**config.mk**
```make
export PLATFORM = sky130hd
export DESIGN_NAME = mi_dir_ctrl
export DESIGN_NICKNAME = d
export VERILOG_FILES = /design/src/rtl/mi_dir_pkg.sv /design/src/rtl/mi_owner_table.sv /design/src/rtl/mi_byte_merge.sv /design/src/rtl/mi_dir_ctrl.sv
export SDC_FILE = /design/constraint.sdc
export NUM_CORES = 1
export LEC_CHECK = 0
export ABC_AREA = 1
export BUFFER_PORTS_ARGS = -buffer_cell sky130_fd_sc_hd__buf_2
export CELL_PAD_IN_SITES_DETAIL_PLACEMENT = 0
export CELL_PAD_IN_SITES_GLOBAL_PLACEMENT = 1
export CORE_MARGIN = 10
export CORE_UTILIZATION = 40
export DETAILED_ROUTE_END_ITERATION = 10
export GPL_TIMING_DRIVEN = 0
export PLACE_DENSITY_LB_ADDON = 0.1
export SETUP_SLACK_MARGIN = 0.3
export SYNTH_ARGS = -nofsm -noshare
export SYNTH_HDL_FRONTEND = slang
export SYNTH_SLANG_ARGS = --single-unit
export TNS_END_PERCENT = 30
```
**constraint.sdc**
```tcl
create_clock -name clk -period 3.65 [get_ports clk]
set_input_delay 1.095 -clock clk [delete_from_list [all_inputs] [get_ports clk]]
set_output_delay 1.095 -clock clk [all_outputs]
set_load 0.05 [all_outputs]
```
**src/rtl/mi_dir_pkg.sv**
```systemverilog
package mi_dir_pkg;

    typedef enum logic {
        REQ_GETX = 1'b0,
        REQ_WB   = 1'b1
    } req_kind_e;

    typedef enum logic [1:0] {
        RSP_DATA = 2'd0,
        RSP_ACK  = 2'd1,
        RSP_NACK = 2'd2
    } rsp_kind_e;

    typedef enum logic {
        FWD_GETX = 1'b0,
        FWD_INV  = 1'b1
    } fwd_kind_e;

    typedef enum logic [2:0] {
        ST_IDLE  = 3'd0,
        ST_FETCH = 3'd1,
        ST_CWR   = 3'd2,
        ST_INV   = 3'd3,
        ST_DWR   = 3'd4,
        ST_DRD   = 3'd5
    } dir_state_e;

endpackage

```
**src/rtl/mi_owner_table.sv**
```systemverilog
module mi_owner_table #(
    parameter int NUM_LINES = 8,
    parameter int CORE_W    = 2,
    parameter int IDX_W     = 3
) (
    input  logic              clk,
    input  logic              rst,
    input  logic [IDX_W-1:0]  rd_idx,
    output logic              rd_vld,
    output logic [CORE_W-1:0] rd_id,
    input  logic              wr_en,
    input  logic [IDX_W-1:0]  wr_idx,
    input  logic              wr_vld,
    input  logic [CORE_W-1:0] wr_id
);

    logic [NUM_LINES-1:0] vld_q;
    logic [CORE_W-1:0]    id_q [NUM_LINES];

    for (genvar i = 0; i < NUM_LINES; i++) begin : g_entry
        always_ff @(posedge clk) begin
            if (rst) begin
                vld_q[i] <= 1'b0;
                id_q[i]  <= '0;
            end else if (wr_en && wr_idx == IDX_W'(i)) begin
                vld_q[i] <= wr_vld;
                id_q[i]  <= wr_id;
            end
        end
    end

    assign rd_vld = vld_q[rd_idx];
    assign rd_id  = id_q[rd_idx];

endmodule

```
**src/rtl/mi_byte_merge.sv**
```systemverilog
module mi_byte_merge #(
    parameter int DATA_W = 32,
    localparam int BYTES = DATA_W / 8
) (
    input  logic [DATA_W-1:0] base,
    input  logic [DATA_W-1:0] over,
    input  logic [BYTES-1:0]  be,
    output logic [DATA_W-1:0] merged
);

    for (genvar b = 0; b < BYTES; b++) begin : g_byte
        assign merged[b*8 +: 8] = be[b] ? over[b*8 +: 8] : base[b*8 +: 8];
    end

endmodule

```
**src/rtl/mi_dir_ctrl.sv**
```systemverilog
module mi_dir_ctrl
    import mi_dir_pkg::*;
#(
    parameter int NUM_CORES = 4,
    parameter int NUM_LINES = 8,
    parameter int DATA_W    = 32,
    localparam int CORE_W   = (NUM_CORES > 1) ? $clog2(NUM_CORES) : 1,
    localparam int IDX_W    = (NUM_LINES > 1) ? $clog2(NUM_LINES) : 1,
    localparam int BYTES    = DATA_W / 8
) (
    input  logic              clk,
    input  logic              rst,
    input  logic              req_valid,
    output logic              req_ready,
    input  logic              req_kind,
    input  logic [CORE_W-1:0] req_core,
    input  logic [IDX_W-1:0]  req_line,
    input  logic [DATA_W-1:0] req_data,
    output logic              fwd_valid,
    output logic              fwd_kind,
    output logic [CORE_W-1:0] fwd_core,
    output logic [CORE_W-1:0] fwd_req_core,
    output logic [IDX_W-1:0]  fwd_line,
    output logic              rsp_valid,
    output logic [1:0]        rsp_kind,
    output logic [CORE_W-1:0] rsp_core,
    output logic [IDX_W-1:0]  rsp_line,
    output logic [DATA_W-1:0] rsp_data,
    output logic              mem_req_valid,
    output logic              mem_req_write,
    output logic [IDX_W-1:0]  mem_req_line,
    output logic [DATA_W-1:0] mem_req_data,
    output logic [BYTES-1:0]  mem_req_be,
    input  logic              mem_rsp_valid,
    input  logic [DATA_W-1:0] mem_rsp_data,
    input  logic              inv_data_valid,
    input  logic [DATA_W-1:0] inv_data,
    input  logic              dma_req_valid,
    output logic              dma_req_ready,
    input  logic              dma_req_write,
    input  logic [IDX_W-1:0]  dma_req_line,
    input  logic [DATA_W-1:0] dma_req_data,
    input  logic [BYTES-1:0]  dma_req_be,
    output logic              dma_rsp_valid,
    output logic [DATA_W-1:0] dma_rsp_data
);

    dir_state_e        state_q;
    logic [CORE_W-1:0] p_core_q;
    logic [IDX_W-1:0]  p_line_q;
    logic              p_dwr_q;
    logic [DATA_W-1:0] p_ddata_q;
    logic [BYTES-1:0]  p_be_q;
    logic [DATA_W-1:0] p_hold_q;

    logic              core_acc, dma_acc, wb_hit;
    logic [IDX_W-1:0]  rd_idx;
    logic              own_v;
    logic [CORE_W-1:0] own_id;
    logic              tw_en, tw_vld;
    logic [IDX_W-1:0]  tw_idx;
    logic [CORE_W-1:0] tw_id;
    logic [DATA_W-1:0] merged;

    assign req_ready     = (state_q == ST_IDLE);
    assign dma_req_ready = (state_q == ST_IDLE) && !req_valid;
    assign core_acc      = req_valid && req_ready;
    assign dma_acc       = dma_req_valid && dma_req_ready;
    assign rd_idx        = req_valid ? req_line : dma_req_line;
    assign wb_hit        = own_v && (own_id == req_core);

    mi_owner_table #(
        .NUM_LINES (NUM_LINES),
        .CORE_W    (CORE_W),
        .IDX_W     (IDX_W)
    ) u_table (
        .clk    (clk),
        .rst    (rst),
        .rd_idx (rd_idx),
        .rd_vld (own_v),
        .rd_id  (own_id),
        .wr_en  (tw_en),
        .wr_idx (tw_idx),
        .wr_vld (tw_vld),
        .wr_id  (tw_id)
    );

    mi_byte_merge #(
        .DATA_W (DATA_W)
    ) u_merge (
        .base   (inv_data),
        .over   (p_ddata_q),
        .be     (p_be_q),
        .merged (merged)
    );

    // Ownership updates: forward transfers at once, owner writeback and
    // DMA invalidation clear, a completed fetch installs the requester.
    always_comb begin
        tw_en  = 1'b0;
        tw_idx = rd_idx;
        tw_vld = 1'b0;
        tw_id  = req_core;
        if (core_acc) begin
            if (req_kind_e'(req_kind) == REQ_GETX) begin
                tw_en  = own_v;
                tw_vld = 1'b1;
            end else begin
                tw_en  = wb_hit;
            end
        end else if (dma_acc) begin
            tw_en = own_v;
        end else if (state_q == ST_FETCH && mem_rsp_valid) begin
            tw_en  = 1'b1;
            tw_idx = p_line_q;
            tw_vld = 1'b1;
            tw_id  = p_core_q;
        end
    end

    always_ff @(posedge clk) begin
        if (rst) begin
            state_q       <= ST_IDLE;
            p_core_q      <= '0;
            p_line_q      <= '0;
            p_dwr_q       <= 1'b0;
            p_ddata_q     <= '0;
            p_be_q        <= '0;
            p_hold_q      <= '0;
            fwd_valid     <= 1'b0;
            fwd_kind      <= 1'b0;
            fwd_core      <= '0;
            fwd_req_core  <= '0;
            fwd_line      <= '0;
            rsp_valid     <= 1'b0;
            rsp_kind      <= 2'd0;
            rsp_core      <= '0;
            rsp_line      <= '0;
            rsp_data      <= '0;
            mem_req_valid <= 1'b0;
            mem_req_write <= 1'b0;
            mem_req_line  <= '0;
            mem_req_data  <= '0;
            mem_req_be    <= '0;
            dma_rsp_valid <= 1'b0;
            dma_rsp_data  <= '0;
        end else begin
            fwd_valid     <= 1'b0;
            rsp_valid     <= 1'b0;
            mem_req_valid <= 1'b0;
            dma_rsp_valid <= 1'b0;
            case (state_q)
                ST_IDLE: begin
                    if (core_acc) begin
                        p_core_q <= req_core;
                        p_line_q <= req_line;
                        if (req_kind_e'(req_kind) == REQ_GETX) begin
                            if (own_v) begin
                                fwd_valid    <= 1'b1;
                                fwd_kind     <= FWD_GETX;
                                fwd_core     <= own_id;
                                fwd_req_core <= req_core;
                                fwd_line     <= req_line;
                            end else begin
                                mem_req_valid <= 1'b1;
                                mem_req_write <= 1'b0;
                                mem_req_line  <= req_line;
                                mem_req_data  <= '0;
                                mem_req_be    <= '0;
                                state_q       <= ST_FETCH;
                            end
                        end else if (wb_hit) begin
                            mem_req_valid <= 1'b1;
                            mem_req_write <= 1'b1;
                            mem_req_line  <= req_line;
                            mem_req_data  <= req_data;
                            mem_req_be    <= '1;
                            state_q       <= ST_CWR;
                        end else begin
                            rsp_valid <= 1'b1;
                            rsp_kind  <= RSP_NACK;
                            rsp_core  <= req_core;
                            rsp_line  <= req_line;
                            rsp_data  <= '0;
                        end
                    end else if (dma_acc) begin
                        p_line_q  <= dma_req_line;
                        p_dwr_q   <= dma_req_write;
                        p_ddata_q <= dma_req_data;
                        p_be_q    <= dma_req_be;
                        if (own_v) begin
                            fwd_valid    <= 1'b1;
                            fwd_kind     <= FWD_INV;
                            fwd_core     <= own_id;
                            fwd_req_core <= '0;
                            fwd_line     <= dma_req_line;
                            state_q      <= ST_INV;
                        end else begin
                            mem_req_valid <= 1'b1;
                            mem_req_write <= dma_req_write;
                            mem_req_line  <= dma_req_line;
                            mem_req_data  <= dma_req_write ? dma_req_data : '0;
                            mem_req_be    <= dma_req_write ? dma_req_be : '0;
                            state_q       <= dma_req_write ? ST_DWR : ST_DRD;
                        end
                    end
                end
                ST_FETCH: begin
                    if (mem_rsp_valid) begin
                        rsp_valid <= 1'b1;
                        rsp_kind  <= RSP_DATA;
                        rsp_core  <= p_core_q;
                        rsp_line  <= p_line_q;
                        rsp_data  <= mem_rsp_data;
                        state_q   <= ST_IDLE;
                    end
                end
                ST_CWR: begin
                    if (mem_rsp_valid) begin
                        rsp_valid <= 1'b1;
                        rsp_kind  <= RSP_ACK;
                        rsp_core  <= p_core_q;
                        rsp_line  <= p_line_q;
                        rsp_data  <= '0;
                        state_q   <= ST_IDLE;
                    end
                end
                ST_INV: begin
                    if (inv_data_valid) begin
                        p_hold_q      <= inv_data;
                        mem_req_valid <= 1'b1;
                        mem_req_write <= 1'b1;
                        mem_req_line  <= p_line_q;
                        mem_req_data  <= p_dwr_q ? merged : inv_data;
                        mem_req_be    <= '1;
                        state_q       <= ST_DWR;
                    end
                end
                ST_DWR: begin
                    if (mem_rsp_valid) begin
                        dma_rsp_valid <= 1'b1;
                        dma_rsp_data  <= p_dwr_q ? '0 : p_hold_q;
                        state_q       <= ST_IDLE;
                    end
                end
                ST_DRD: begin
                    if (mem_rsp_valid) begin
                        dma_rsp_valid <= 1'b1;
                        dma_rsp_data  <= mem_rsp_data;
                        state_q       <= ST_IDLE;
                    end
                end
                default: state_q <= ST_IDLE;
            endcase
        end
    end


    mem_busy_chk: assert property (@(posedge clk) disable iff (rst)
        mem_req_valid |-> !req_ready && !dma_req_ready);


    nack_nomem_chk: assert property (@(posedge clk) disable iff (rst)
        (rsp_valid && rsp_kind == RSP_NACK) |-> !mem_req_valid);


    data_after_mem_chk: assert property (@(posedge clk) disable iff (rst)
        (rsp_valid && rsp_kind == RSP_DATA) |-> $past(mem_rsp_valid));


    dma_after_mem_chk: assert property (@(posedge clk) disable iff (rst)
        dma_rsp_valid |-> $past(mem_rsp_valid));


    fwd_from_idle_chk: assert property (@(posedge clk) disable iff (rst)
        fwd_valid |-> $past(req_ready));

endmodule

```
After elaboration in Yosys (flattened, before gate mapping)
Memories as Yosys holds them, arrays and structs flattened.
Cells that the tools add are included.
- magnitude comparators: 1
- eq/ne operators: 29
- muxes and demuxes: 161
- bitwise gates (word level): 11
- reductions and logical operators: 37
- operators with widths (operator ; count):
    $mux W32 ; 16
    $pmux W32 S2 ; 2
    $pmux W32 S3 ; 1
    $mux W3 ; 30
    $mux W1 ; 61
    $mux W2 ; 29
    $mux W4 ; 8
    $mux W8 ; 4
    $eq A3 B3 Y1 const B ; 6
    $ne A2 B2 Y1 const B ; 7
    $logic_and A1 B1 Y1 ; 13
    $eq A3 B2 Y1 const B ; 4
    $pmux W3 S2 ; 2
    $reduce_and A6 Y1 ; 2
    $reduce_and A5 Y1 ; 2
    $pmux W3 S3 ; 1
    $reduce_and A3 Y1 ; 3
    $ne A2 B1 Y1 const B ; 4
    $or A1 B1 Y1 ; 8
    $pmux W4 S2 ; 1
    $reduce_bool A2 Y1 ; 4
    $reduce_or A2 Y1 ; 4
    $eq A3 B1 Y1 const B ; 2
    $logic_not A3 Y1 ; 2
    other kinds (16) ; 23
- flip-flop bits (word level): 208
- bits in writable memories: 16
- bits of input ports: 148
- memories kept: 1
- memories (name ; depth ; width ; read ports ; clocked after memory_dff ; wr ports ; RTL line ; text):
    u_table.id_q ; 8 ; 2 ; 1 ; 0 ; 8 ; mi_owner_table.sv:18 ; logic [CORE_W-1:0] id_q [NUM_LINES];

Longest topological paths before layout
Gate-level depths: netlist of the first run.
- depth after elaboration: 11
- mapped depth: 20
- depth with buffers taken out: 16

Hierarchy
From an unflattened synthesis of the first run, not the netlist that was laid out.
- cell total of the unflattened synthesis: 1661
- area total of the unflattened synthesis: 11101.9 sq um
- by module, submodules not included (module ; times used ; cells an instance ; area each (sq um) ; seq. area each (sq um)):
    mi_dir_ctrl ; 1 ; 1380 ; 9374.0 ; 4003.8
    mi_owner_table ; 1 ; 177 ; 1307.5 ; 640.6
    mi_byte_merge ; 1 ; 104 ; 420.4 ; 0.0

Worst setup path before layout of the first run
OpenSTA, ideal clock, no wires.
- path kind: input to output
- start: in req_valid
- end: out dma_req_ready
- arrival: 1.794 ns
- required time: 2.555 ns
- path slack: 0.761 ns
- stages: 2
- buffers on the path: 1
- cells stage by stage: buf_6 -> nor2_2
- longest elaborated chain between the ends: 2
- ends and longest elaborated chain (element ; RTL line ; text):
    start, declared ; mi_dir_ctrl.sv:13 ; input logic req_valid,
    $logic_not A1 Y1 ; mi_dir_ctrl.sv:66 ; assign dma_req_ready = (state_q == ST_IDLE) && !req_valid;
    $logic_and A1 B1 Y1 ; mi_dir_ctrl.sv:66 ;
    end, declared ; mi_dir_ctrl.sv:39 ; output logic dma_req_ready,
No other way between the ends.

Final worst setup path of the first run
- start: reg state_q[1]
- end: out dma_req_ready
- longest elaborated chain between the ends: 2
- ends and longest elaborated chain (element ; RTL line ; text):
    start, declared ; mi_dir_ctrl.sv:48 ; dir_state_e state_q;
    start signal, assigned ; mi_dir_ctrl.sv:204 ; state_q <= dma_req_write ? ST_DWR : ST_DRD;
    $logic_not A3 Y1 ; mi_dir_ctrl.sv:66 ;
    $logic_and A1 B1 Y1 ; mi_dir_ctrl.sv:66 ;
No other way between the ends.

==> out/results.md, run 1 <==
| Step | Result | This run |
|---|---|---|
| sta | Final worst path period share | 0.866 |
| sta | Max-slew headroom at the worst pin | 0.362 |
| yosys | Cell accounting for the most synthesized area | dfxtp_1 |
| floorplanning | Overall die width | 179 um |
| final layout | # fillers | 2602 |
| final layout | Area added between synthesis and finish | 25.9% |
| clocking | Gates resized, CTS repair | 0 |
| final layout | Area taken by multi-input logic gates | 4580 um^2 |
| clocking | Count of clock tree sinks | 224 |
| setup path | Type of the worst setup path | flip-flop to output port |
| power | Leakage power total | 5.40 nW |
| power | Combinational share of power | 0.436 |
| yosys | Count of flip-flops with a built-in enable after synthesis | 16 |
| yosys | Top-count cell post-synth | nand2_1 |
| yosys | Largest cells by area after synthesis | dfxtp_1 41%, o21ai_0 11%, a21oi_1 9.5% |
| setup path | Data arrival time of the worst path | 2070 ps |
| clocking | H-tree lvl count | 1 |
| drt | Remaining antenna violation count after routing | 0 |
| power | Sw Ratio | 0.451 |
| yosys | Sequential area share after synthesis | 0.460 |
| clocking | CTS tree | built |
| final layout | Share of post-route cells with drive strength above 1 | 0.210 |
| yosys | Count of distinct cell types in the synthesized netlist | 33 |
| placement | Dpl cells | 2005 |
| drt | Number of optimization iterations in the first detailed-route pass | 5 |
| clocking | # hold bufs at CTS | 0 |
| yosys | Yosys top cell area share | 0.413 |
| sta | Clock tree skew after final layout | 24.4 ps |
| yosys | FFs w/ async S/R, synth | 0 |
| setup path | Required time of the critical path | 2550 ps |
| power | Power per cell area | 808 nW/um^2 |
| final layout | Post-route insts no fill | 2055 |
| grt | Antenna violations before repair | 6 |
| grt | GR Util All Layers | 0.229 |
| placement | Cell area reported after detailed placement | 11900 um^2 |
| sta | Final Setup Violations | 0 |
| yosys | Number of warnings reported in the yosys synthesis log | 0 |
| yosys | Commonest cells post-synth | 245 x nand2_1, 221 x o21ai_0, 208 x dfxtp_1, 192 x a21oi_1, 131 x nand3_1 |
| clocking | Insertion delay to the later sink of the worst-skew pair | 540 ps |
| setup path | Worst setup SP type | flip-flop |
| grt | Top Usage Layer GRT | met2 |
| drt | Via count of the routed design | 10668 |
| sta | Tightest Pin Transition | 950 ps |
| power | Part of the total power dissipated in the clock network | 0.251 |
| floorplanning | Io pins | 273 |
| clocking | Maximum count of clock buffers along a single path | 3 |
| floorplanning | Placeable core area | 25000 um^2 |
| yosys | Avg Synthesized Cell Area | 7.18 um^2 |
| drt | Routed via count divided by cell count | 5.19 |
| power | Sequential cell fraction of total power | 0.314 |
| grt | Wire length of the first global-routing pass | 57.9 mm |
| drt | WL/cell | 18.9 um |
| yosys | Flip-flop cell with the highest count after synthesis | dfxtp_1 |
| clocking | Clock slew seen by the registers of the worst setup and hold paths | 60 ps |
| placement | Routability congestion estimate from global placement | 0.871 |
| final layout | Register cell area after layout | 4640 um^2 |
| yosys | Nets in the synthesized netlist | 1554 |
| floorplanning | Effective utilization at floorplan | 0.403 |
| grt | Pin count of the biggest net entering global routing | 13 |
| final layout | Final instance area | 12700 um^2 |
| outcome | Outcome | finished clean |
| floorplanning | Floorplan row count | 58 |
| power | Internal power component | 5.64 mW |
| sta | Aggregate negative setup slack | 0 ps |
| grt | Global routing met3 resource utilization | 0.0562 |
| floorplanning | Die Span Y | 179 um |
| clocking | Clock Tree Root | clkbuf_16 |
| placement | Port Buffer Count | 269 |
| sta | Tmin final | 3160 ps |
| flow run | Max-cap violation count | 0 |
| grt | Global-route congestion overflow total | 0 |
| drt | Iteration-0 DRC count of the detailed router | 944 |
| setup path | Kind of end point of the critical path | output port |
| drt | Total detailed-routing wirelength | 38.7 mm |
| placement | DP HPWL | 30.8 mm |
| sta | Hold violation count in the final report | 0 |
| clocking | Number of buffers added by the clock tree synthesis step | 26 |
| clocking | Total setup buffers inserted after CTS | 0 |
| sta | Final setup margin | 487 ps |
| power | Worst ir drop on vdd | 0.415 mV |
| sta | Max frequency | 316 MHz |
| placement | Pre-CTS setup slack | 65.6 ps |
| setup path | Critical-path maximum fanout | 9 |
| grt | GR Util met1 | 0.304 |
| yosys | Synth Register Bits | 224 |
| final layout | Post-layout nets | 1851 |
| sta | Final Slew Violations | 0 |
| hold path | Path category of the worst min-delay check | flip-flop to flip-flop |
| sta | Unrepaired setup endpoints after global routing | no |
| grt | Met2 Usage GRT | 0.367 |
| floorplanning | DIE AREA | 32000 um^2 |
| drt | Residual DRC | 0 |
| power | Power dissipated by switching net loads | 4.63 mW |
| yosys | Synthesized instance count | 1406 |
| grt | Vias in the first global route | 10350 |
| yosys | Cell Area, Synth | 10100 um^2 |
per-layer routing:
layer / up-vias / part of all wire
met3: 46 / 0.090
met2: 385 / 0.45
li1: 5360 / -
met1: 4873 / 0.44
met4: 4 / 0.018
met5: - / 0.00098
sequential cells by signal (all words and copies together), names as in the netlist, 3 cells and up:
register,flops
dma_rsp_data,32
mem_req_data,32
p_ddata_q,32
p_hold_q,32
rsp_data,32
u_table.id_q,16
u_table.vld_q,8
mem_req_be,4
p_be_q,4
fwd_line,3
mem_req_line,3
p_line_q,3
rsp_line,3
state_q,3
path summary, 6_finish.rpt:
check	slack, ps	endpoint	from	depth (start not counted)
max reg2reg	970	mem_req_data[12]$_SDFFE_PP0P_	state_q[1]$_SDFFE_PP0P_	11
min reg2reg	450	p_ddata_q[5]$_SDFFE_PP0P_	p_ddata_q[5]$_SDFFE_PP0P_	2
max	490	dma_req_ready	state_q[1]$_SDFFE_PP0P_	7
min	450	p_ddata_q[5]$_SDFFE_PP0P_	p_ddata_q[5]$_SDFFE_PP0P_	2
power by group through the flow:
stage / Combinational (mW) / Sequential (mW) / Clock [mW]
final: 4.47 / 3.22 / 2.57
after global routing: 4.88 / 3.27 / 2.72
after CTS: 4.49 / 3.21 / 2.61
after detailed placement: 4.48 / 3.26 / 0
after global placement: 4.46 / 3.25 / 0
after floorplan: 2.01 / 4.48 / 0
critical path, stage by stage (launching register included):
cell	delay (ps)
dfxtp_1	290
buf_2	180
nor2_1	100
inv_1	80
nor2_2	120
inv_2	80
nor2_2	310
buf_2	350
area by class of cell:
cell class | instances | share of cell area
antenna | 4 | 0.000788
buffer | 106 | 0.0376
clock buffer | 40 | 0.0617
clock inverter | 6 | 0.00463
inverter | 102 | 0.0303
multi-input combinational | 974 | 0.361
sequential | 224 | 0.366
tap | 330 | 0.0325
timing repair buffer | 269 | 0.106
logic make-up after synthesis:
family                 after synthesis  synth area share
AO/OA/AOI/OAI                      492             0.251
AND/OR/NAND/NOR                    482             0.204
flip-flops                         224             0.460
buffers and inverters              208            0.0855
per-stage QoR:
stage / power (mW) / hold WS, ps / util
4_1_cts: 10.3 / 448 / 0.507
3_3_place_gp: 7.70 / 434 / 0.473
2_1_floorplan: 6.48 / 424 / -
5_1_grt: 10.9 / 462 / 0.507
6_report: 10.3 / 447 / 0.507
3_5_place_dp: 7.74 / 440 / 0.473
layout by cell type (no fill, tap or decap), types with 2 or more instances in the layout:
| cell type | netlist | routed |
|---|---|---|
| o21ai_0 | 221 | 221 |
| nor2_1 | 83 | 83 |
| clkbuf_16 | 0 | 27 |
| nand3_1 | 131 | 131 |
| a31oi_1 | 33 | 33 |
| edfxtp_1 | 16 | 16 |
| nor3_1 | 2 | 2 |
| nor2_4 | 3 | 3 |
| nand2_4 | 2 | 2 |
| nor2_2 | 3 | 3 |
| buf_1 | 3 | 3 |
| clkbuf_1 | 76 | 83 |
| a21oi_1 | 192 | 192 |
| clkinv_2 | 0 | 4 |
| diode_2 | 0 | 4 |
| o21ai_2 | 2 | 2 |
| o21ai_1 | 40 | 40 |
| nand2_1 | 245 | 245 |
| buf_2 | 19 | 288 |
| inv_2 | 5 | 5 |
| dfxtp_1 | 208 | 208 |
| buf_6 | 7 | 7 |
| clkbuf_8 | 0 | 6 |
| inv_1 | 95 | 95 |
| nand2_2 | 8 | 8 |
(Power assumes the default switching activity.)
==> run 2: changes to the inputs <==
--- a/config.mk
+++ b/config.mk
@@ -5,12 +5,11 @@
 export SDC_FILE = /design/constraint.sdc
 export NUM_CORES = 1
 export LEC_CHECK = 0
-export ABC_AREA = 1
 export BUFFER_PORTS_ARGS = -buffer_cell sky130_fd_sc_hd__buf_2
 export CELL_PAD_IN_SITES_DETAIL_PLACEMENT = 0
 export CELL_PAD_IN_SITES_GLOBAL_PLACEMENT = 1
 export CORE_MARGIN = 10
-export CORE_UTILIZATION = 40
+export CORE_UTILIZATION = 42
 export DETAILED_ROUTE_END_ITERATION = 10
 export GPL_TIMING_DRIVEN = 0
 export PLACE_DENSITY_LB_ADDON = 0.1
==> run 2 against run 1 <==
  * Sequential share of layout area fell by 1.9 points
  * Flip-flop and latch count unchanged
  * Synthesized area increased by 3.6%
  * Clock-buffer cell count did not move
  * Non-clock buffer count rose by 14
  * Hold slack improved by 3.5 ps
  * Total power shrank 25%
  * First-iteration DRC count fell by 22%
  * Wire length up 1.2%
==> out/results.md, run 2 <==
| Step | Result | This run | vs previous |
|---|---|---|---|
| grt | GR Util All Layers | 0.236 | was 0.229 |
| drt | Via count of the routed design | 10525 | was 10668 |
| final layout | Area added between synthesis and finish | 28.1% | was 25.9% |
| setup path | Crit Reg-Reg Endpoint | u_table.id_q[6][0]$_SDFFCE_PN0P_ | was mem_req_data[12]$_SDFFE_PP0P_ |
| power | Power dissipated by switching net loads | 2.68 mW | was 4.63 mW |
| sta | Clock tree skew after final layout | 8.22 ps | was 24.4 ps |
| yosys | Top-count cell post-synth | nand2_1 | unchanged |
| setup path | Buffers and inverters on the worst path | 6 | was 4 |
| placement | Port Buffer Count | 271 | was 269 |
| sta | Final Setup Violations | 0 | unchanged |
| final layout | # fillers | 2504 | was 2602 |
| final layout | Share of post-route cells with drive strength above 1 | 0.242 | was 0.210 |
| floorplanning | DIE AREA | 31600 um^2 | was 32000 um^2 |
| hold path | Path category of the worst min-delay check | flip-flop to flip-flop | unchanged |
| setup path | Data arrival time of the worst path | 3600 ps | was 2070 ps |
| drt | Iteration-0 DRC count of the detailed router | 740 | was 944 |
| final layout | Area taken by multi-input logic gates | 5420 um^2 | was 4580 um^2 |
| clocking | Clock Tree Root | clkbuf_16 | unchanged |
| floorplanning | Die Span Y | 178 um | was 179 um |
| power | Sequential cell fraction of total power | 0.361 | was 0.314 |
| floorplanning | Placeable core area | 24400 um^2 | was 25000 um^2 |
| grt | Vias in the first global route | 10455 | was 10350 |
| clocking | Number of buffers added by the clock tree synthesis step | 26 | unchanged |
| yosys | Count of flip-flops with a built-in enable after synthesis | 16 | unchanged |
| drt | Total detailed-routing wirelength | 39.2 mm | was 38.7 mm |
| setup path | Largest delay share family, worst path | buffers and inverters | unchanged |
| setup path | Type of the worst setup path | input pin to flip-flop | was flip-flop to output port |
| setup path | Master of the slowest instance on the critical path | or4_4 | was buf_2 |
| final layout | Post-layout nets | 1735 | was 1851 |
| power | Total Power | 7.69 mW | was 10.3 mW |
| power | Internal power component | 5.01 mW | was 5.64 mW |
| power | Worst ir drop on vdd | 0.313 mV | was 0.415 mV |
| yosys | Largest cells by area after synthesis | dfxtp_1 40%, nand2_1 11%, a21oi_1 7.6% | was dfxtp_1 41%, o21ai_0 11%, a21oi_1 9.5% |
| clocking | H-tree lvl count | 1 | unchanged |
| yosys | Yosys top cell area share | 0.398 | was 0.413 |
| yosys | Count of distinct cell types in the synthesized netlist | 66 | was 33 |
| floorplanning | Overall die width | 178 um | was 179 um |
| yosys | Nets in the synthesized netlist | 1430 | was 1554 |
| setup path | Critical-path maximum fanout | 10 | was 9 |
| setup path | Setup slack on the worst flop-to-flop path | 520 ps | was 970 ps |
| clocking | Clock slew seen by the registers of the worst setup and hold paths | 60 ps | about the same |
| placement | Routability congestion estimate from global placement | 0.897 | was 0.871 |
| clocking | CTS tree | built | unchanged |
| drt | Number of optimization iterations in the first detailed-route pass | 5 | unchanged |
| grt | Wire length of the first global-routing pass | 59.5 mm | was 57.9 mm |
| yosys | Sequential area share after synthesis | 0.444 | was 0.460 |
| grt | Antenna violations before repair | 5 | was 6 |
| setup path | CP startpoint | req_line[0] | was state_q[1]$_SDFFE_PP0P_ |
| power | Leakage power total | 5.31 nW | was 5.40 nW |
| yosys | Cell accounting for the most synthesized area | dfxtp_1 | unchanged |
| placement | DP HPWL | 30.7 mm | was 30.8 mm |
| drt | Routed via count divided by cell count | 5.44 | was 5.19 |
| setup path | Startpoint of the lowest-slack register-to-register path | state_q[0]$_SDFFE_PP0P_ | was state_q[1]$_SDFFE_PP0P_ |
| yosys | Synthesized instance count | 1282 | was 1406 |
| power | Part of the total power dissipated in the clock network | 0.359 | was 0.251 |
| final layout | Most frequent cells in the layout | 315 x nand2_1, 279 x buf_2, 208 x dfxtp_1 | was 288 x buf_2, 245 x nand2_1, 221 x o21ai_0 |
| sta | Hold violation count in the final report | 0 | unchanged |
| final layout | Most common cell after layout, fill and taps aside | nand2_1 | was buf_2 |
| drt | Remaining antenna violation count after routing | 0 | unchanged |
| floorplanning | Io pins | 273 | unchanged |
| yosys | Number of warnings reported in the yosys synthesis log | 0 | unchanged |
| grt | Global-route congestion overflow total | 0 | unchanged |
| yosys | Commonest cells post-synth | 315 x nand2_1, 208 x dfxtp_1, 159 x a21oi_1, 86 x clkbuf_1, 49 x mux2i_1 | was 245 x nand2_1, 221 x o21ai_0, 208 x dfxtp_1, 192 x a21oi_1, 131 x nand3_1 |
| grt | Pin count of the biggest net entering global routing | 13 | unchanged |
| hold path | Worst hold path startpoint | p_hold_q[3]$_SDFFE_PP0P_ | was p_ddata_q[5]$_SDFFE_PP0P_ |
| yosys | Synth Register Bits | 224 | unchanged |
| sta | Final worst path period share | 0.920 | was 0.866 |
| yosys | Avg Synthesized Cell Area | 8.15 um^2 | was 7.18 um^2 |
| sta | Tightest Pin Transition | 1220 ps | was 950 ps |
| floorplanning | Effective utilization at floorplan | 0.429 | was 0.403 |
| clocking | Maximum count of clock buffers along a single path | 3 | unchanged |
| power | Sw Ratio | 0.349 | was 0.451 |
| setup path | Cells on worst reg2reg path | 8 | was 11 |
| drt | WL/cell | 20.3 um | was 18.9 um |
| yosys | Flip-flop cell with the highest count after synthesis | dfxtp_1 | unchanged |
| yosys | Cell Area, Synth | 10500 um^2 | was 10100 um^2 |
| flow run | Max-cap violation count | 0 | unchanged |
| setup path | Cells along the critical path | buf_2 > clkbuf_4 > mux2_4 > mux4_2 > mux2i_4 > buf_12 > buf_4 > a21o_1 > buf_6 > nand2_4 > a31oi_4 > buf_8 > or4_4 > nand2b_4 | was buf_2 > nor2_1 > inv_1 > nor2_2 > inv_2 > nor2_2 > buf_2 |
| final layout | Share of the core filled with cells | 0.549 | was 0.507 |
| setup path | Kind of end point of the critical path | flip-flop | was output port |
| setup path | Worst setup SP type | input pin | was flip-flop |
| final layout | Register cell area after layout | 4640 um^2 | unchanged |
| power | Power per cell area | 574 nW/um^2 | was 808 nW/um^2 |
| sta | Max-slew headroom at the worst pin | 0.183 | was 0.362 |
| outcome | Outcome | finished clean | unchanged |
| drt | Residual DRC | 0 | unchanged |
| sta | Unrepaired setup endpoints after global routing | yes | was no |
| sta | Max frequency | 298 MHz | was 316 MHz |
| sta | Aggregate negative setup slack | 0 ps | unchanged |
| hold path | Hold depth | 2 | unchanged |
| clocking | Count of clock tree sinks | 224 | unchanged |
| setup path | Crit path largest cell delay | 560 ps | was 350 ps |
| floorplanning | Floorplan row count | 57 | was 58 |
| setup path | Required time of the critical path | 3890 ps | was 2550 ps |
| hold path | Worst Hold Endpoint | p_hold_q[3]$_SDFFE_PP0P_ | was p_ddata_q[5]$_SDFFE_PP0P_ |
| clocking | Insertion delay to the later sink of the worst-skew pair | 520 ps | was 540 ps |
| sta | Tmin final | 3360 ps | was 3160 ps |
| power | Combinational share of power | 0.280 | was 0.436 |
| sta | Final Slew Violations | 0 | unchanged |
| yosys | FFs w/ async S/R, synth | 0 | unchanged |
-- run 2: changes by cell type after synthesis, sizes merged, moves of 13 or more --
| cell | previous run | this run |
|---|---|---|
| o21ai | 263 | 50 |
| nand3 | 131 | 36 |
| inv | 101 | 8 |
| nand2 | 255 | 316 |
| nor2 | 89 | 36 |
| mux2i | 0 | 52 |
| nor2b | 0 | 46 |
| nand2b | 0 | 40 |
| a221oi | 0 | 37 |
| o221ai | 0 | 33 |
| a21oi | 192 | 160 |
| nor4 | 1 | 14 |
-- run 2: per-layer routing --
layer | track usage | part of all wire
met2 | 0.376 | 0.45
met5 | 0 | 0.00033
met1 | 0.323 | 0.45
met4 | 0.0462 | 0.016
met3 | 0.0510 | 0.081
-- run 2: worst register-to-register path, delay by kind of cell, from the launching register on --
kind	cells	cell delay, ps
AND/OR/NAND/NOR	2	1070
AO/OA/AOI/OAI	2	550
flip-flops	1	480
buffers and inverters	4	720
-- run 2: layout make-up --
class | instances | share of cell area
antenna | 4 | 0.000747
buffer | 111 | 0.0392
clock buffer | 40 | 0.0624
clock inverter | 7 | 0.00673
inverter | 8 | 0.00224
multi-input combinational | 938 | 0.404
sequential | 224 | 0.347
tap | 324 | 0.0303
timing repair buffer | 278 | 0.107
-- run 2: logic make-up after synthesis --
| logic type | count (synthesis) | share of synthesized area |
|---|---|---|
| mux | 57 | 0.0604 |
| flops | 224 | 0.444 |
| buf+inv | 120 | 0.0511 |
| xor+xnor | 2 | 0.00168 |
| compound gates | 355 | 0.214 |
| simple gates | 524 | 0.228 |
-- run 2: timing repair --
item                                    in CTS  in global routing
resized for setup                            9                 19
pin swaps                                    1                  2
buffers inserted                             2                  5
hold buffers                                 0                  0
endpoints found under the setup margin      95                 82
cloned                                       0                  0
endpoints found under the hold margin        0                  0
-- run 2: through the flow --
stage | setup slack (ps) | std cells | hold WS (ps) | area, um^2
floorplan | 183 | 1282 | 432 | 10500
global placement | -660 | 1877 | 441 | 12300
detailed placement | -625 | 1877 | 443 | 12300
CTS | 187 | 1926 | 451 | 13200
global route | 254 | 1933 | 468 | 13400
finish | 293 | 1934 | 450 | 13400
-- run 2: worst max-delay path by stage --
stage               cells past startpoint                                to  slack, ps
floorplan                               9  u_table.id_q[4][0]$_SDFFCE_PN0P_        180
global placement                       10          rsp_core[1]$_SDFFE_PP0P_       -660
detailed placement                     10          rsp_line[2]$_SDFFE_PP0P_       -630
CTS                                    11  u_table.id_q[4][0]$_SDFFCE_PN0P_        190
global route                           13  u_table.id_q[5][1]$_SDFFCE_PN0P_        250
finish                                 14  u_table.id_q[4][0]$_SDFFCE_PN0P_        290
-- run 2: power by group through the flow --
stage | registers [mW] | clock network, mW | logic [mW]
2_1_floorplan | 3.23 | 0 | 1.06
3_3_place_gp | 2.82 | 0 | 2.10
3_5_place_dp | 2.83 | 0 | 2.11
4_1_cts | 2.78 | 2.79 | 2.13
5_1_grt | 2.80 | 2.90 | 2.31
6_report | 2.78 | 2.76 | 2.15
==> run 3: changes to the inputs <==
--- a/config.mk
+++ b/config.mk
@@ -9,7 +9,7 @@
 export CELL_PAD_IN_SITES_DETAIL_PLACEMENT = 0
 export CELL_PAD_IN_SITES_GLOBAL_PLACEMENT = 1
 export CORE_MARGIN = 10
-export CORE_UTILIZATION = 42
+export CORE_UTILIZATION = 31
 export DETAILED_ROUTE_END_ITERATION = 10
 export GPL_TIMING_DRIVEN = 0
 export PLACE_DENSITY_LB_ADDON = 0.1
==> run 3 against run 2 <==
  * Clock-buffer cell count up 4
  * Flip-flop and latch count unchanged
  * Via count up 0.31%
  * Die area up 31%
  * Sequential share of layout area down 0.53 points
  * Non-clock buffer count up 8
==> out/results.md, run 3 (synthesis results as in run 2) <==
| Step | Result | This run | vs previous |
|---|---|---|---|
| floorplanning | Floorplan row count | 67 | was 57 |
| floorplanning | DIE AREA | 41500 um^2 | was 31600 um^2 |
| floorplanning | Overall die width | 204 um | was 178 um |
| placement | Pre-CTS setup slack | -716 ps | was -625 ps |
| placement | Port Buffer Count | 271 | unchanged |
| final layout | Final instance area | 13600 um^2 | was 13400 um^2 |
| setup path | Worst setup SP type | input pin | unchanged |
| final layout | Share of post-route cells with drive strength above 1 | 0.247 | was 0.242 |
| setup path | Type of the worst setup path | input pin to flip-flop | unchanged |
| drt | Residual DRC | 0 | unchanged |
| placement | DP HPWL | 34.6 mm | was 30.7 mm |
| floorplanning | Placeable core area | 33400 um^2 | was 24400 um^2 |
| placement | Dpl cells | 2001 | was 1877 |
| drt | Number of optimization iterations in the first detailed-route pass | 7 | was 5 |
| final layout | Post-route insts no fill | 2066 | was 1934 |
| setup path | Kind of end point of the critical path | flip-flop | unchanged |
| grt | Wire length of the first global-routing pass | 65.9 mm | was 59.5 mm |
| clocking | H-tree lvl count | 1 | unchanged |
| sta | Final Slew Violations | 0 | unchanged |
| clocking | Maximum count of clock buffers along a single path | 3 | unchanged |
| sta | Unrepaired setup endpoints after global routing | yes | unchanged |
| setup path | Data arrival time of the worst path | 3570 ps | was 3600 ps |
| clocking | # hold bufs at CTS | 0 | unchanged |
| drt | Via count of the routed design | 10558 | was 10525 |
| hold path | Worst hold path startpoint | p_hold_q[23]$_SDFFE_PP0P_ | was p_hold_q[3]$_SDFFE_PP0P_ |
| flow run | Max-cap violation count | 0 | unchanged |
| sta | Tmin final | 3320 ps | was 3360 ps |
| final layout | Most frequent cells in the layout | 315 x nand2_1, 278 x buf_2, 208 x dfxtp_1 | was 315 x nand2_1, 279 x buf_2, 208 x dfxtp_1 |
| clocking | Insertion delay to the later sink of the worst-skew pair | 560 ps | was 520 ps |
| floorplanning | Die Span Y | 204 um | was 178 um |
| sta | Max-slew headroom at the worst pin | 0.0389 | was 0.183 |
| floorplanning | Effective utilization at floorplan | 0.313 | was 0.429 |
| placement | Routability congestion estimate from global placement | 0.834 | was 0.897 |
| clocking | Clock Tree Root | clkbuf_16 | unchanged |
| clocking | Count of clock tree sinks | 224 | unchanged |
| clocking | Number of buffers added by the clock tree synthesis step | 28 | was 26 |
| placement | Cell area reported after detailed placement | 12400 um^2 | was 12300 um^2 |
| drt | Remaining antenna violation count after routing | 0 | unchanged |
| final layout | Area added between synthesis and finish | 30.1% | was 28.1% |
| sta | Final Setup Violations | 0 | unchanged |
| final layout | Share of the core filled with cells | 0.408 | was 0.549 |
| setup path | Setup slack on the worst flop-to-flop path | 510 ps | was 520 ps |
| power | Total Power | 7.73 mW | was 7.69 mW |
| floorplanning | Io pins | 273 | unchanged |
| drt | Routed via count divided by cell count | 5.11 | was 5.44 |
| setup path | Required time of the critical path | 3900 ps | was 3890 ps |
| sta | Max frequency | 301 MHz | was 298 MHz |
| setup path | Startpoint of the lowest-slack register-to-register path | state_q[0]$_SDFFE_PP0P_ | unchanged |
| clocking | Clock slew seen by the registers of the worst setup and hold paths | 60 ps | about the same |
| hold path | Hold depth | 2 | unchanged |
| drt | Iteration-0 DRC count of the detailed router | 677 | was 740 |
| hold path | Worst Hold Endpoint | p_hold_q[23]$_SDFFE_PP0P_ | was p_hold_q[3]$_SDFFE_PP0P_ |
| power | Power per cell area | 568 nW/um^2 | was 574 nW/um^2 |
| sta | Final setup margin | 332 ps | was 293 ps |
| power | Leakage power total | 5.34 nW | was 5.31 nW |
| hold path | Path category of the worst min-delay check | flip-flop to flip-flop | unchanged |
| grt | Global-route congestion overflow total | 0 | unchanged |
| outcome | Outcome | finished clean | unchanged |
| sta | Hold violation count in the final report | 0 | unchanged |
| final layout | # fillers | 3608 | was 2504 |
| final layout | Post-layout nets | 1745 | was 1735 |
| clocking | CTS tree | built | unchanged |
| drt | WL/cell | 21.4 um | was 20.3 um |
| drt | Total detailed-routing wirelength | 44.2 mm | was 39.2 mm |
| sta | Final worst path period share | 0.909 | was 0.920 |
| setup path | Crit Reg-Reg Endpoint | u_table.id_q[6][1]$_SDFFCE_PN0P_ | was u_table.id_q[6][0]$_SDFFCE_PN0P_ |
| grt | Pin count of the biggest net entering global routing | 15 | was 13 |
| grt | Vias in the first global route | 10474 | was 10455 |
| grt | Antenna violations before repair | 4 | was 5 |
| setup path | Cells on worst reg2reg path | 8 | unchanged |
| power | Worst ir drop on vdd | 0.382 mV | was 0.313 mV |
| final layout | Most common cell after layout, fill and taps aside | nand2_1 | unchanged |
| grt | GR Util All Layers | 0.202 | was 0.236 |
| sta | Clock tree skew after final layout | 31.3 ps | was 8.22 ps |
| sta | Tightest Pin Transition | 1440 ps | was 1220 ps |
| setup path | Critical-path maximum fanout | 10 | unchanged |
==> run 3: cell types whose count changed in the layout (fill, tap and decap cells not counted), sizes merged <==
| cell | previous run | this run |
|---|---|---|
| clkinv | 3 | 4 |
| buf | 303 | 310 |
| bufinv | 2 | 0 |
| diode | 4 | 3 |
| clkbuf | 126 | 131 |
| clkinvlp | 2 | 0 |
==> run 3: timing repair <==
action                                  CTS  global route
resized for setup                        13            23
gates cloned                              0             1
endpoints found under the setup margin  107            81
buffers inserted                          7             6
pin swaps                                 2             6
==> run 3: final cells by class <==
cell class / count / area, um^2 / area share
clock inverter: 4 / 31.3 / 0.00230
sequential: 224 / 4640 / 0.342
timing repair buffer: 285 / 1490 / 0.110
clock buffer: 44 / 872 / 0.0641
tap: 448 / 561 / 0.0412
multi-input combinational: 938 / 5430 / 0.400
inverter: 8 / 30.0 / 0.00221
buffer: 112 / 528 / 0.0388
antenna: 3 / 7.51 / 0.000552
==> run 3: critical path, cell delays in order <==
cell      delay, ps
buf_2           100
buf_4           180
mux2i_4         270
buf_4           170
a2111o_1        100
nand2_1          90
o221ai_2        200
nor3b_4         260
buf_12          150
a31oi_4         110
buf_6           180
nor4_2          450
or2_1           200
==> run 3: power breakdown <==
group	total, mW	switching, mW	internal (mW)	leakage, nW
Clock	2.73	1.10	1.62	0.448
Combinational	2.22	1.58	0.645	3.04
Sequential	2.78	0.115	2.66	1.85
==> run 3: worst max path at each step <==
stage / depth (start not counted) / endpoint / slack (ps) / from
floorplan: 9 / u_table.id_q[4][0]$_SDFFCE_PN0P_ / 180 / req_valid
global placement: 12 / rsp_data[26]$_SDFFE_PP0P_ / -740 / dma_req_line[0]
detailed placement: 12 / rsp_data[28]$_SDFFE_PP0P_ / -720 / dma_req_line[0]
CTS: 11 / u_table.id_q[4][1]$_SDFFCE_PN0P_ / 220 / req_line[0]
global route: 13 / u_table.id_q[5][1]$_SDFFCE_PN0P_ / 270 / req_valid
finish: 13 / u_table.id_q[2][0]$_SDFFCE_PN0P_ / 330 / dma_req_line[0]
==> run 3: layer usage <==
metal  global-route usage  wire length, um
met5                    0               26
met4               0.0504              959
met3               0.0459             3180
met2                0.310            19400
met1                0.281            20600
==> run 3: stage by stage <==
step | setup TNS (ps) | hold WS, ps
floorplan | 0 | 432
global placement | -63430 | 442
detailed placement | -61080 | 444
CTS | 0 | 451
global route | 0 | 470
finish | 0 | 448
